File: src/rtl/mmu_exc_regs.sv
module mmu_exc_regs #(
  parameter int AW       = 27,
  parameter int REF_W    = 16,
  parameter int EVT_W    = 11,
  parameter int ASSIST_W = 4,
  parameter int ASID_W   = 8,
  parameter int INV_BIT  = 2
) (
  input  logic          clk,
  input  logic          rst_n,
  input  logic          req,
  input  logic          we,
  input  logic          win,
  input  logic [1:0]    size,
  input  logic [AW-1:0] addr,
  input  logic [31:0]   wdata,
  output logic          rsp_valid,
  output logic [31:0]   rdata,
  output logic          rsp_err,
  output logic          tlb_inval,
  output logic          tlb_flush,
  output logic          arr_stb,
  output logic          arr_we,
  output logic [2:0]    arr_region
);

  localparam logic [7:0] O_MMU = 8'h00, O_PTEH = 8'h04, O_PTEL = 8'h08, O_ASSIST = 8'h0C;
  localparam logic [7:0] O_TBASE = 8'h10, O_FAULT = 8'h14, O_TRAP = 8'h18, O_EXC = 8'h1C;
  localparam logic [7:0] O_INT = 8'h20, O_REF = 8'h24, O_SINK0 = 8'h28, O_SINK1 = 8'h2C;
  localparam logic [1:0] SZ16 = 2'd1, SZ32 = 2'd2;

  logic [31:0]         mmu_q, pteh_q, ptel_q, tbase_q, fault_q;
  logic [ASSIST_W-1:0] assist_q;
  logic [EVT_W-1:0]    trap_q, exc_q, int_q;
  logic [REF_W-1:0]    ref_q;

  logic [7:0]  off;
  logic        known, acc, bad, wr, rd, arr_ok, arr_bad, tlb_hit;
  logic [1:0]  want;
  logic [31:0] rv;

  assign off = addr[7:0];

  always_comb begin
    known = 1'b1;
    want  = SZ32;
    rv    = '0;
    case (off)
      O_MMU:    rv = mmu_q;
      O_PTEH:   rv = pteh_q;
      O_PTEL:   rv = ptel_q;
      O_ASSIST: rv = 32'(assist_q);
      O_TBASE:  rv = tbase_q;
      O_FAULT:  rv = fault_q;
      O_TRAP:   rv = 32'(trap_q);
      O_EXC:    rv = 32'(exc_q);
      O_INT:    rv = 32'(int_q);
      O_REF:    begin want = SZ16; rv = 32'(ref_q); end
      O_SINK0, O_SINK1: rv = '0;
      default:  known = 1'b0;
    endcase
  end

  assign acc     = req & ~win & (addr[AW-1:8] == '0) & known & (size == want);
  assign bad     = req & ~win & ~acc;
  assign wr      = acc & we;
  assign rd      = acc & ~we;
  assign arr_ok  = req & win & (size == SZ32);
  assign arr_bad = req & win & (size != SZ32);
  assign tlb_hit = arr_ok & addr[25];

  always_ff @(posedge clk or negedge rst_n) begin
    if (!rst_n) begin
      rsp_valid  <= 1'b0;
      rdata      <= '0;
      rsp_err    <= 1'b0;
      tlb_inval  <= 1'b0;
      tlb_flush  <= 1'b0;
      arr_stb    <= 1'b0;
      arr_we     <= 1'b0;
      arr_region <= '0;
      mmu_q      <= '0;
      pteh_q     <= '0;
      ptel_q     <= '0;
      tbase_q    <= '0;
      fault_q    <= '0;
      assist_q   <= '0;
      trap_q     <= '0;
      exc_q      <= '0;
      int_q      <= '0;
      ref_q      <= '0;
    end else begin
      rsp_valid <= req;
      rsp_err   <= bad | arr_bad;
      rdata     <= rd ? rv : '0;
      tlb_inval <= wr & (off == O_MMU) & wdata[INV_BIT];
      tlb_flush <= wr & (off == O_PTEH) & (wdata[ASID_W-1:0] != pteh_q[ASID_W-1:0]);
      arr_stb   <= tlb_hit;
      arr_we    <= tlb_hit & we;
      if (tlb_hit) arr_region <= addr[26:24];
      if (wr) begin
        case (off)
          O_MMU:    mmu_q    <= wdata & ~(32'd1 << INV_BIT);
          O_PTEH:   pteh_q   <= wdata;
          O_PTEL:   ptel_q   <= wdata;
          O_ASSIST: assist_q <= wdata[ASSIST_W-1:0];
          O_TBASE:  tbase_q  <= wdata;
          O_FAULT:  fault_q  <= wdata;
          O_TRAP:   trap_q   <= wdata[EVT_W-1:0];
          O_EXC:    exc_q    <= wdata[EVT_W-1:0];
          O_INT:    int_q    <= wdata[EVT_W-1:0];
          O_REF:    ref_q    <= wdata[REF_W-1:0];
          default:  ;
        endcase
      end
      if (rd && off == O_REF) ref_q <= ref_q + {{(REF_W-1){1'b0}}, 1'b1};
    end
  end


  rsp_follows_chk: assert property (@(posedge clk) disable iff (!rst_n)
    req |=> rsp_valid);


  inval_src_chk: assert property (@(posedge clk) disable iff (!rst_n)
    tlb_inval |-> $past(req && we && !win && size == SZ32 && addr == AW'(O_MMU) && wdata[INV_BIT]));


  inval_reads_zero_chk: assert property (@(posedge clk) disable iff (!rst_n)
    (rsp_valid && $past(req && !we && !win && addr == AW'(O_MMU))) |-> !rdata[INV_BIT]);


  flush_src_chk: assert property (@(posedge clk) disable iff (!rst_n)
    tlb_flush |-> $past(req && we && !win && size == SZ32 && addr == AW'(O_PTEH)));


  evt_width_chk: assert property (@(posedge clk) disable iff (!rst_n)
    (rsp_valid && $past(req && !we && !win &&
      (addr == AW'(O_TRAP) || addr == AW'(O_EXC) || addr == AW'(O_INT))))
    |-> (rdata[31:EVT_W] == '0));


  err_zero_chk: assert property (@(posedge clk) disable iff (!rst_n)
    rsp_err |-> (rdata == '0));


  arr_size_chk: assert property (@(posedge clk) disable iff (!rst_n)
    arr_stb |-> $past(req && win && size == SZ32));

endmodule

File: config.mk
export PLATFORM = sky130hd
export DESIGN_NAME = mmu_exc_regs
export DESIGN_NICKNAME = d
export VERILOG_FILES = /design/src/rtl/mmu_exc_regs.sv
export SDC_FILE = /design/constraint.sdc
export NUM_CORES = 1
export LEC_CHECK = 0
export BUFFER_PORTS_ARGS = -buffer_cell sky130_fd_sc_hd__buf_2
export CORE_ASPECT_RATIO = 1.4
export CORE_MARGIN = 4
export CORE_UTILIZATION = 60
export CTS_BUF_LIST = sky130_fd_sc_hd__clkbuf_4
export CTS_CLUSTER_SIZE = 10
export DETAILED_ROUTE_END_ITERATION = 16
export PLACE_DENSITY_LB_ADDON = 0.08
export SETUP_SLACK_MARGIN = 0.2
export SYNTH_ARGS = -nofsm -noshare
export SYNTH_HDL_FRONTEND = slang
export SYNTH_SLANG_ARGS = --single-unit
File: constraint.sdc
create_clock -name clk -period 2.1 [get_ports clk]
set_input_delay 0.21 -clock clk [delete_from_list [all_inputs] [get_ports clk]]
set_output_delay 0.21 -clock clk [all_outputs]
set_load 0.02 [all_outputs]
# Word-level counts from Yosys, hierarchy flattened
# Cells that the tools add are included.
# classes
n_addsub	1
eq_ne	15
n_reduce_logical	16
mux	7
bitwise	20
# ops
op	n
case mux 32 bit (10 select lines)	1
2-to-1 mux 16 bit	3
== test 8 x 5 -> 1 bit (second input constant)	4
== test 8 x 6 -> 1 bit (second input constant)	4
2-to-1 mux 32 bit	1
AND reduction 2 bit	10
logical NOT 19 bit	1
adder 16 x 1 -> 16 bit (second input constant)	1
bitwise AND 1 bit	16
== test 8 x 4 -> 1 bit (second input constant)	2
OR reduction 12 bit	1
== test 8 x 3 -> 1 bit (second input constant)	1
logical NOT 8 bit	1
!= test 8 bit	1
nonzero test 2 bit	2
NOT 1 bit	3
== test 2 bit	1
== test 2 bit (second input constant)	1
2-to-1 mux 2 bit	1
!= test 2 bit (second input constant)	1
logical AND 1 bit	1
2-to-1 mux 1 bit	1
bitwise OR 1 bit	1
# word_totals
output_inout_bits	41
reg_bits	253
word_cells	77

# Longest topological paths before layout
# Gate-level depths: netlist (run 1).
# depth
depth_word	9
depth_mapped	8
depth_no_buf	6

# Least setup slack after synthesis (run 1)
# OpenSTA, ideal clock, no wires.
# synth_timing
path_kind	input port to flip-flop
start	input port addr[1]
end	register fault_q[21]
path_stages	8
n_path_buf	3
arrival_time_ns	2.567
required_time_ns	1.975
slack_ns	-0.592
path_cell_list	clkbuf_1 > or4b_2 > clkbuf_1 > o21ai_0 > a2111oi_4 > nand2_1 > buf_2 > mux2_2
# synth_via
elab_chain_cells	7
# synth_lines
element	line	source
start: declaration	15	input logic [AW-1:0] addr,
== test 8 x 3 -> 1 bit, or another cell as far along	48	case (off)
OR reduction 12 bit (no source line)	--	
2-to-1 mux 1 bit	48	
bitwise AND 1 bit (2 in a row)	64	assign acc = req & ~win & (addr[AW-1:8] == '0) & known & (size == want);
bitwise AND 1 bit	66	assign wr = acc & we;
AND reduction 2 bit (no source line) *	--	
end signal: assignment	108	O_FAULT: fault_q <= wdata;
end: declaration	32	logic [31:0] mmu_q, pteh_q, ptel_q, tbase_q, fault_q;
# Mark *: on every way between the ends. The rest lies on a longest branch, timed or not.
# A chain may end at the register's enable or synchronous reset.

# Final worst setup path (run 1)
# layout_timing
start	input port addr[4]
end	register trap_q[4]
# layout_via
elab_chain_cells	7
# layout_lines
element	line	source
== test 8 x 3 -> 1 bit, or another cell as far along	48	
OR reduction 12 bit (no source line)	--	
2-to-1 mux 1 bit	48	
bitwise AND 1 bit (2 in a row)	64	
bitwise AND 1 bit	66	
AND reduction 2 bit (no source line) *	--	
end signal: assignment	109	O_TRAP: trap_q <= wdata[EVT_W-1:0];
end: declaration	34	logic [EVT_W-1:0] trap_q, exc_q, int_q;
# Marks and branches as above.

==> results of run 1 <==
[registers in the layout, indices dropped and copies added, names as in the netlist]
signal	cells
tlb_flush	1
assist_q	4
pteh_q	32
arr_region	3
mmu_q	31
exc_q	11
int_q	11
tbase_q	32
rdata	32
rsp_valid	1
rsp_err	1
arr_we	1
trap_q	11
ptel_q	32
arr_stb	1
fault_q	32
tlb_inval	1
ref_q	16
[metal layers]
layer	routed length [um]	global-route usage, %
met5	0	0
met4	1450	14.6
met3	1980	5.24
met2	15400	51.0
met1	11400	34.6
[placed cells by master (no fill, tap or decap), types with 3 or more instances in the layout]
cell type / instances
dfrtp_1: 253
mux2_2: 135
buf_2: 105
buf_4: 89
clkbuf_4: 83
mux2_1: 70
a22oi_1: 47
nand2_1: 38
dlygate4sd3_1: 38
a21oi_1: 27
nor2_1: 20
nand3_1: 20
a222oi_1: 19
nor4_1: 17
a31oi_1: 17
buf_12: 17
mux2i_1: 14
nor3_1: 13
clkinv_1: 9
nand4_1: 8
xor2_1: 8
o21ai_0: 6
a221oi_1: 6
and3_1: 6
inv_1: 4
a211oi_1: 4
a22o_1: 4
o22ai_1: 4
nand2b_1: 4
nand3_2: 4
nor2_2: 3
a32oi_1: 3
and4_1: 3
o221a_2: 3
[timing repair]
item / in CTS / in global routing
setup buffers: 0 / 1
endpoints found under the setup margin: 0 / 67
hold buffers: 38 / 0
gates resized for setup: 0 / 0
hold endpoints to repair: 461 / 0
[where the power goes]
part / internal, mW / switching (mW) / leakage, nW / total, mW
registers: 4.89 / 0.0153 / 3.52 / 4.91
logic: 0.200 / 0.324 / 3.01 / 0.524
clock network: 1.79 / 1.79 / 0.400 / 3.58
total: 6.88 / 2.13 / 6.93 / 9.01
[final timing paths]
path	to	slack, ns	startpoint	cells past startpoint
min in group clk	arr_we$_DFF_PN0_	0.07	addr[25]	4
setup reg to reg	ref_q[15]$_DFFE_PN0P_	0.40	ref_q[4]$_DFFE_PN0P_	5
setup / recovery	trap_q[4]$_DFFE_PN0P_	0.19	addr[4]	10
max in group asynchronous	mmu_q[8]$_DFFE_PN0P_	1.28	rst_n	3
hold reg to reg	arr_region[1]$_DFFE_PN0P_	0.47	arr_region[1]$_DFFE_PN0P_	1
hold / removal	assist_q[0]$_DFFE_PN0P_	0.04	rst_n	2
[layout make-up]
cell class | count | area, um2
clock buffer | 83 | 623
clock inverter | 10 | 42.5
tap | 240 | 300
multi-input combinational | 541 | 4640
inverter | 4 | 15.0
sequential | 253 | 6330
fill | 1235 | 4260
timing repair buffer | 250 | 1930
antenna | 1 | 2.50
[cells by family after synthesis]
family,synth area share [%]
multiplexers,22.4
adder cells (fa/ha/maj),0.112
AND/OR/NAND/NOR,7.35
flip-flops,56.8
XOR/XNOR,0.628
buffers and inverters,2.43
AO/OA/AOI/OAI,10.4
[per-stage QoR]
step,std cells,TNS [ns],cell area (um2)
3_3_place_gp,1249,-71.56,12800
3_5_place_dp,1249,-79.16,12800
5_1_grt,1382,0,13900
4_1_cts,1380,0,13900
6_report,1382,0,13900
2_1_floorplan,860,-31.96,11400
[worst max-delay path, stage by stage]
cell and delay [ns]:
buf_2 0.12, buf_4 0.19, or4b_4 0.59, o21ai_2 0.22, a2111oi_4 0.11, buf_4 0.19, buf_4 0.14, nand2_1 0.16
buf_4 0.18, mux2_2 0.34
==> flow_metrics.py, run 1 <==
metrics = {
    "status": {
        "status": "completed",
    },
    "place": {
        "numPortBuffers": 106,
        "dpl.hpwl_mm": 20.8,
        "place.gp.congestion": 0.904,
        "place_ws_ns": -0.468,
    },
    "layout": {
        "area_delta_synth_final_pct": 24.5,
        "drive_gt1_share_pct": 40.0,
        "final_util_pct": 76.5,
        "final_nets": 1175,
    },
    "logic_synthesis": {
        "synth_cells": 860,
        "synth_top_area_share_pct": 56.8,
        "syn-num-nets": 927,
        "ys_types": 51,
        "synth_common_cells": "dfrtp_1, mux2_2, mux2_1",
        "synth_most_common_cell": "dfrtp_1",
        "netlist_area_um2": 11200,
        "synth_warnings": 0,
        "yosysTopAreaCell": "dfrtp_1",
        "synth_edf_count": 0,
        "syn_avg_cell_area_um2": 13.0,
        "synth_seq_cells": 253,
        "synth-seq-area-share_pct": 56.8,
        "yosys_most_used_dff": "dfrtp_1",
        "synthTopCellsByArea": "dfrtp_1, mux2_2, mux2_1",
        "async_reset_ff_share_pct": 100,
    },
    "timing": {
        "max-slew-margin-rel_pct": 63.7,
        "post-route-period-util_pct": 91.0,
        "tightest_slew_ns": 0.542,
        "whs_ns": 0.0447,
        "fmax_mhz": 524,
        "setup_slack_ns": 0.190,
        "setup_viol": 0,
        "finalHoldViolations": 0,
        "fin_skew_ns": 0.0201,
        "rsz0062_at_grt": "false",
        "slew_viol_final": 0,
        "fin_crit_ns": 1.91,
    },
    "detailed_routing": {
        "dr.pass1.iters": 7,
        "drc": 0,
        "wl_mm": 30.2,
        "drt_iter0_drc": 647,
        "ant_nets": 0,
        "wire_per_inst_um": 21.9,
        "vias": 8605,
        "viasPerCell": 6.23,
    },
    "floorplan": {
        "start_util_pct": 61.5,
        "die-area_um2": 20900,
        "ios": 107,
        "die_y_um": 169,
        "coreArea_um2": 18100,
        "rows": 58,
        "die_x_um": 123,
    },
    "worst_setup_path": {
        "path_class": "in2reg",
        "worstPathRequired_ns": 2.65,
        "worstSetupEndpointType": "flip-flop",
        "arrival_ns": 2.46,
        "worst-path-max-fanout": 13,
        "crit_path_start_kind": "primary input",
    },
    "global_routing": {
        "grt_util_all_layers_pct": 29.3,
        "grt_pass1_vias": 9242,
        "gr-total-overflow": 0,
        "grt_pass1_wl_mm": 47.7,
        "antenna_found_initial": 1,
        "grt_max_degree": 75,
    },
    "cts": {
        "clockBufferDepth": 3,
        "clk_pin_slew_worst_paths_ns": 0.07,
        "clk_latency_ns": 0.68,
        "tritoncts": "built",
        "root_buffer": "clkbuf_4",
        "cts_max_level": 2,
        "clock_sinks": 253,
        "numCtsBuffers": 58,
    },
    "hold_path": {
        "hp-class": "in2async",
    },
    "run": {
        "drv_cap": 0,
    },
    "power": {
        "p_total_mw": 9.01,
        "vdd_ir_drop_max_mv": 0.577,
        "leakagePower_nw": 6.93,
        "powerDensity_nw_per_um2": 649,
    },
}
Note: power is estimated with default switching activity, not from simulation.
==> run 2, diff against run 1 <==
clock period = 2.47 ns   (was 2.1 ns; I/O delays follow)
==> run 2 against run 1 <==
  * Via count is 1.1% lower
  * Sequential power is 15% lower
  * Critical path type unchanged
  * Register-to-register slack better by 0.10 ns
  * Global-route usage is 0.42 points higher
  * Clock skew hardly changed
  * Die area stayed put
  * Sequential cell count stayed put
==> flow_metrics.py, run 2 (synthesis gave the netlist of run 1 again) <==
metrics = {
    "worst_setup_path": {
        "worstPathRequired_ns": 3.00,
        "path_class": "in2reg",
        "worstSetupEndpointType": "flip-flop",
        "worst-path-max-fanout": 16,
        "rr_worst_depth": 4,
        "crit_path_start_kind": "primary input",
        "timing.reg2reg.setup_slack_ns": 0.50,
        "arrival_ns": 2.53,
    },
    "timing": {
        "max-slew-margin-rel_pct": 52.5,
        "fin_skew_ns": 0.0198,
        "slew_viol_final": 0,
        "setup_viol": 0,
        "rsz0062_at_grt": "false",
        "tightest_slew_ns": 0.705,
        "finalHoldViolations": 0,
        "fmax_mhz": 499,
        "setup_slack_ns": 0.466,
        "post-route-period-util_pct": 81.1,
        "fin_crit_ns": 2.00,
    },
    "floorplan": {
        "die_y_um": 169,
        "die-area_um2": 20900,
        "rows": 58,
        "die_x_um": 123,
        "coreArea_um2": 18100,
        "start_util_pct": 61.5,
        "ios": 107,
    },
    "layout": {
        "multi_input_area_um2": 4610,
        "drive_gt1_share_pct": 38.0,
        "n_fill_cell": 1208,
        "final_nets": 1143,
        "area_delta_synth_final_pct": 22.6,
        "final_common_cell": "dfrtp_1",
        "layout_common_cells": "dfrtp_1, mux2_2, buf_2, clkbuf_4, mux2_1",
        "final_util_pct": 75.4,
        "register_area_um2": 6330,
    },
    "cts": {
        "clk_pin_slew_worst_paths_ns": 0.06,
        "cts_setup_buffers": 0,
        "hold_buffers": 35,
        "cts_resized": 0,
        "root_buffer": "clkbuf_4",
        "cts_max_level": 2,
        "tritoncts": "built",
        "clock_sinks": 253,
        "numCtsBuffers": 59,
        "clk_latency_ns": 0.67,
        "clockBufferDepth": 3,
    },
    "global_routing": {
        "grt_pass1_wl_mm": 48.2,
        "gr-total-overflow": 0,
        "grt_pass1_vias": 9107,
        "grt_util_all_layers_pct": 29.7,
        "antenna_found_initial": 1,
        "grt_max_degree": 84,
    },
    "place": {
        "dpl.hpwl_mm": 20.7,
        "numPortBuffers": 106,
        "place_ws_ns": -0.158,
        "place.gp.congestion": 0.937,
    },
    "power": {
        "vdd_ir_drop_max_mv": 0.479,
        "p_total_mw": 7.72,
        "powerDensity_nw_per_um2": 565,
        "leakagePower_nw": 6.82,
    },
    "detailed_routing": {
        "ant_nets": 0,
        "dr.pass1.iters": 7,
        "dr_wl_met2_mm": 15.4,
        "top_layer": "met4",
        "routedLengthMet1_mm": 11.6,
        "wl_mm": 30.3,
        "drt_iter0_drc": 733,
        "wire_per_inst_um": 22.3,
        "wl_met3_mm": 1.90,
        "vias": 8507,
        "viasPerCell": 6.26,
        "drc": 0,
    },
    "status": {
        "status": "completed",
    },
    "run": {
        "drv_cap": 0,
    },
    "hold_path": {
        "min_delay_path_depth": 5,
        "hp-class": "in2reg",
    },
}
[run 2: cell count changes in the layout (fill, tap and decap cells not counted), sizes merged]
cell / change
buf: -30
clkinv: +6
dlygate4sd3: -3
clkbuf: +1
clkinvlp: +1
inv: +1
[run 2: layout make-up]
class / count / area share, %
diodes: 1 / 0.0183
inverters: 4 / 0.110
repair buffers: 217 / 12.5
multi-input cells: 541 / 33.7
flip-flops and latches: 253 / 46.3
well taps: 240 / 2.20
clock inverters: 18 / 0.531
clock buffers: 84 / 4.61
[run 2: metal layers]
layer / vias up / track usage [%]
met4: 0 / 13.6
met2: 380 / 50.1
li1: 3740 / -
met5: - / 0
met3: 104 / 5.00
met1: 4283 / 37.5
[run 2: worst max-delay path, stage by stage]
cell	delay, ns
buf_2	0.15
nor4b_2	0.33
nand4b_1	0.23
a2111oi_4	0.69
nand2_1	0.31
buf_12	0.24
mux2_1	0.32
[run 2: worst paths after layout]
| path | to | startpoint |
|---|---|---|
| hold / removal | rsp_err$_DFF_PN0_ | size[0] |
| setup / recovery | fault_q[2]$_DFFE_PN0P_ | addr[7] |
| setup reg to reg | ref_q[15]$_DFFE_PN0P_ | ref_q[4]$_DFFE_PN0P_ |
| min in group asynchronous | assist_q[2]$_DFFE_PN0P_ | rst_n |
| max in group asynchronous | pteh_q[23]$_DFFE_PN0P_ | rst_n |
| hold reg to reg | arr_region[1]$_DFFE_PN0P_ | arr_region[1]$_DFFE_PN0P_ |
[run 2: power breakdown]
group | internal [mW] | switching [mW]
sequential | 4.16 | 0.0135
clock | 1.56 | 1.56
combinational | 0.153 | 0.275
total | 5.87 | 1.85
[run 2: metrics by stage]
stage / std cells / TNS (ns) / hold WS, ns / area, um2
after CTS: 1357 / 0 / 0.00346 / 13700
after detailed placement: 1220 / -15.02 / 0.304 / 12600
after global routing: 1358 / 0 / 0.00443 / 13700
after floorplan: 860 / 0 / -0.0486 / 11300
after global placement: 1220 / -2.12 / 0.286 / 12600
final: 1358 / 0 / 0.0502 / 13700
==> run 3, diff against run 2 <==
CORE_UTILIZATION = 55   (was 60)
clock period = 1.8 ns   (was 2.47 ns; I/O delays follow)
==> run 3 against run 2 <==
  * Global-route usage down 0.72 points
  * Cell area up 8.4%
  * Routed wire length up 10%
  * Die area up 8.6%
  * Hold slack better by 0.015 ns
  * Largest cell class unchanged
  * Highest routed layer unchanged
  * Sequential cell count unchanged
  * Register-to-register slack worse by 0.25 ns
  * Critical path type unchanged
  * Utilization down 0.94 points
==> flow_metrics.py, run 3 (synthesis gave the netlist of run 1 again) <==
metrics = {
    "status": {
        "status": "completed",
    },
    "cts": {
        "cts_max_level": 2,
        "root_buffer": "clkbuf_4",
        "clock_sinks": 253,
        "tritoncts": "built",
        "clockBufferDepth": 3,
        "clk_pin_slew_worst_paths_ns": 0.07,
        "numCtsBuffers": 61,
        "clk_latency_ns": 0.70,
    },
    "power": {
        "seqPwrFrac_pct": 52.3,
        "p_total_mw": 10.9,
        "p_int_mw": 8.27,
        "switching_share_pct": 24.4,
        "powerDensity_nw_per_um2": 738,
        "p_comb_share_pct": 6.3,
        "switchingPower_mw": 2.67,
        "vdd_ir_drop_max_mv": 0.505,
        "leakagePower_nw": 7.38,
        "clock_power_share_pct": 41.3,
    },
    "timing": {
        "fmax_mhz": 605,
        "slew_viol_final": 0,
        "fin_skew_ns": 0.0379,
        "post-route-period-util_pct": 91.8,
        "whs_ns": 0.0650,
        "setup_viol": 0,
        "finalHoldViolations": 0,
        "max-slew-margin-rel_pct": 60.3,
        "rsz0062_at_grt": "true",
        "fin_crit_ns": 1.65,
        "tightest_slew_ns": 0.590,
    },
    "worst_setup_path": {
        "worstSetupEndpointType": "flip-flop",
        "max_stage_delay_ns": 0.43,
        "slowest_stage": "a2111oi_4",
        "crit_path_start_kind": "primary input",
        "cp_num_buf_inv": 3,
        "cpLargestDelayFamily": "simple AND/OR/NAND/NOR gates",
        "worst-path-max-fanout": 6,
        "path_class": "in2reg",
        "worstPathRequired_ns": 2.39,
        "arrival_ns": 2.24,
        "path_cells": "buf_2 > nor4b_4 > nand4b_1 > a2111oi_4 > buf_6 > buf_8 > and4_4 > mux2_4",
    },
    "detailed_routing": {
        "wl_mm": 33.4,
        "ant_nets": 0,
        "dr.pass1.iters": 5,
        "drc": 0,
        "viasPerCell": 6.08,
        "drt_iter0_drc": 631,
        "vias": 8843,
        "wire_per_inst_um": 23.0,
    },
    "layout": {
        "final_cells": 1455,
        "layout_common_cells": "dfrtp_1, mux2_2, buf_4, buf_2, clkbuf_4",
        "multi_input_area_um2": 4890,
        "n_fill_cell": 1326,
        "drive_gt1_share_pct": 45.6,
        "area_delta_synth_final_pct": 32.9,
        "register_area_um2": 6330,
        "final_nets": 1226,
        "final_common_cell": "dfrtp_1",
    },
    "global_routing": {
        "gr-total-overflow": 0,
        "antenna_found_initial": 1,
        "grt_pass1_vias": 9496,
        "grt_pass1_wl_mm": 50.9,
        "grt_util_all_layers_pct": 29.0,
        "grt_max_degree": 65,
    },
    "place": {
        "numPortBuffers": 106,
        "dpl.hpwl_mm": 21.6,
        "place.gp.congestion": 0.934,
        "dp_cells": 1287,
    },
    "floorplan": {
        "die-area_um2": 22700,
        "rows": 61,
        "coreArea_um2": 19900,
        "start_util_pct": 56.0,
        "die_x_um": 128,
        "die_y_um": 176,
        "ios": 107,
    },
    "run": {
        "drv_cap": 0,
    },
    "hold_path": {
        "hp-class": "in2reg",
    },
}
[run 3: cell count changes in the layout (fill, tap and decap cells not counted), moves of 6 or more]
cell,change
a22oi_2,+15
clkbuf_16,+6
buf_6,+8
a22oi_1,-15
buf_4,+57
nand2_1,-8
dlygate4sd3_1,+7
clkbuf_4,+6
[run 3: per-stage QoR]
step / instance area, um2 / setup TNS (ns) / util, % / setup WS, ns
after detailed placement: 13200 / -123.92 / 66.2 / -0.601
final: 14800 / 0 / 74.4 / 0.147
after global routing: 14800 / 0 / 74.4 / 0.134
after floorplan: 11500 / -91.39 / - / -0.481
after global placement: 13200 / -116.15 / 66.2 / -0.611
after CTS: 14400 / 0 / 72.2 / 0.158
[run 3: area by class of cell]
cell class | instances | area share (%)
timing repair buffer | 298 | 17.0
clock buffer | 90 | 4.56
antenna | 1 | 0.0169
sequential | 253 | 42.7
inverter | 4 | 0.101
tap | 252 | 2.13
multi-input combinational | 541 | 33.0
clock inverter | 16 | 0.439
[run 3: power groups by stage]
stage | sequential [mW] | clock, mW | combinational, mW
after detailed placement | 5.83 | 0 | 0.583
after floorplan | 5.85 | 0 | 0.163
after global routing | 5.72 | 4.95 | 0.752
final | 5.72 | 4.52 | 0.693
after global placement | 5.83 | 0 | 0.562
after CTS | 5.72 | 4.63 | 0.671
[run 3: repair_timing]
action / 4_1_cts / 5_1_grt
endpoints found under the setup margin: 63 / 203
buffers inserted: 1 / 11
cloned: 0 / 6
endpoints found under the hold margin: 469 / 0
hold buffers: 43 / 0
pin swaps: 1 / 6
gates resized for setup: 8 / 53
[run 3: routing by layer]
metal | global-route usage [%] | vias up | wire length [um]
li1 | - | 3905 | -
met1 | 35.0 | 4485 | 12600
met2 | 50.5 | 346 | 17500
met3 | 4.90 | 107 | 1780
met4 | 13.3 | 0 | 1520
met5 | 0 | - | 0
[run 3: worst paths after layout]
kind	start	endpoint	slack, ns	depth (start not counted)
worst min-delay path	we	arr_we$_DFF_PN0_	0.07	4
worst min register to register	arr_region[1]$_DFFE_PN0P_	arr_region[1]$_DFFE_PN0P_	0.46	1
min in group asynchronous	rst_n	rdata[29]$_DFF_PN0_	0.52	3
worst max-delay path	addr[4]	assist_q[1]$_DFFE_PN0P_	0.15	8
worst max register to register	ref_q[1]$_DFFE_PN0P_	ref_q[12]$_DFFE_PN0P_	0.25	7
max in group asynchronous	rst_n	pteh_q[21]$_DFFE_PN0P_	0.60	4
[run 3: worst register-to-register path, stage by stage (launching register included)]
cell	delay [ns]
dfrtp_1	0.44
ha_4	0.17
and3_4	0.19
nand4_1	0.17
buf_4	0.20
nor3_2	0.09
mux2i_1	0.09
nand3_1	0.10
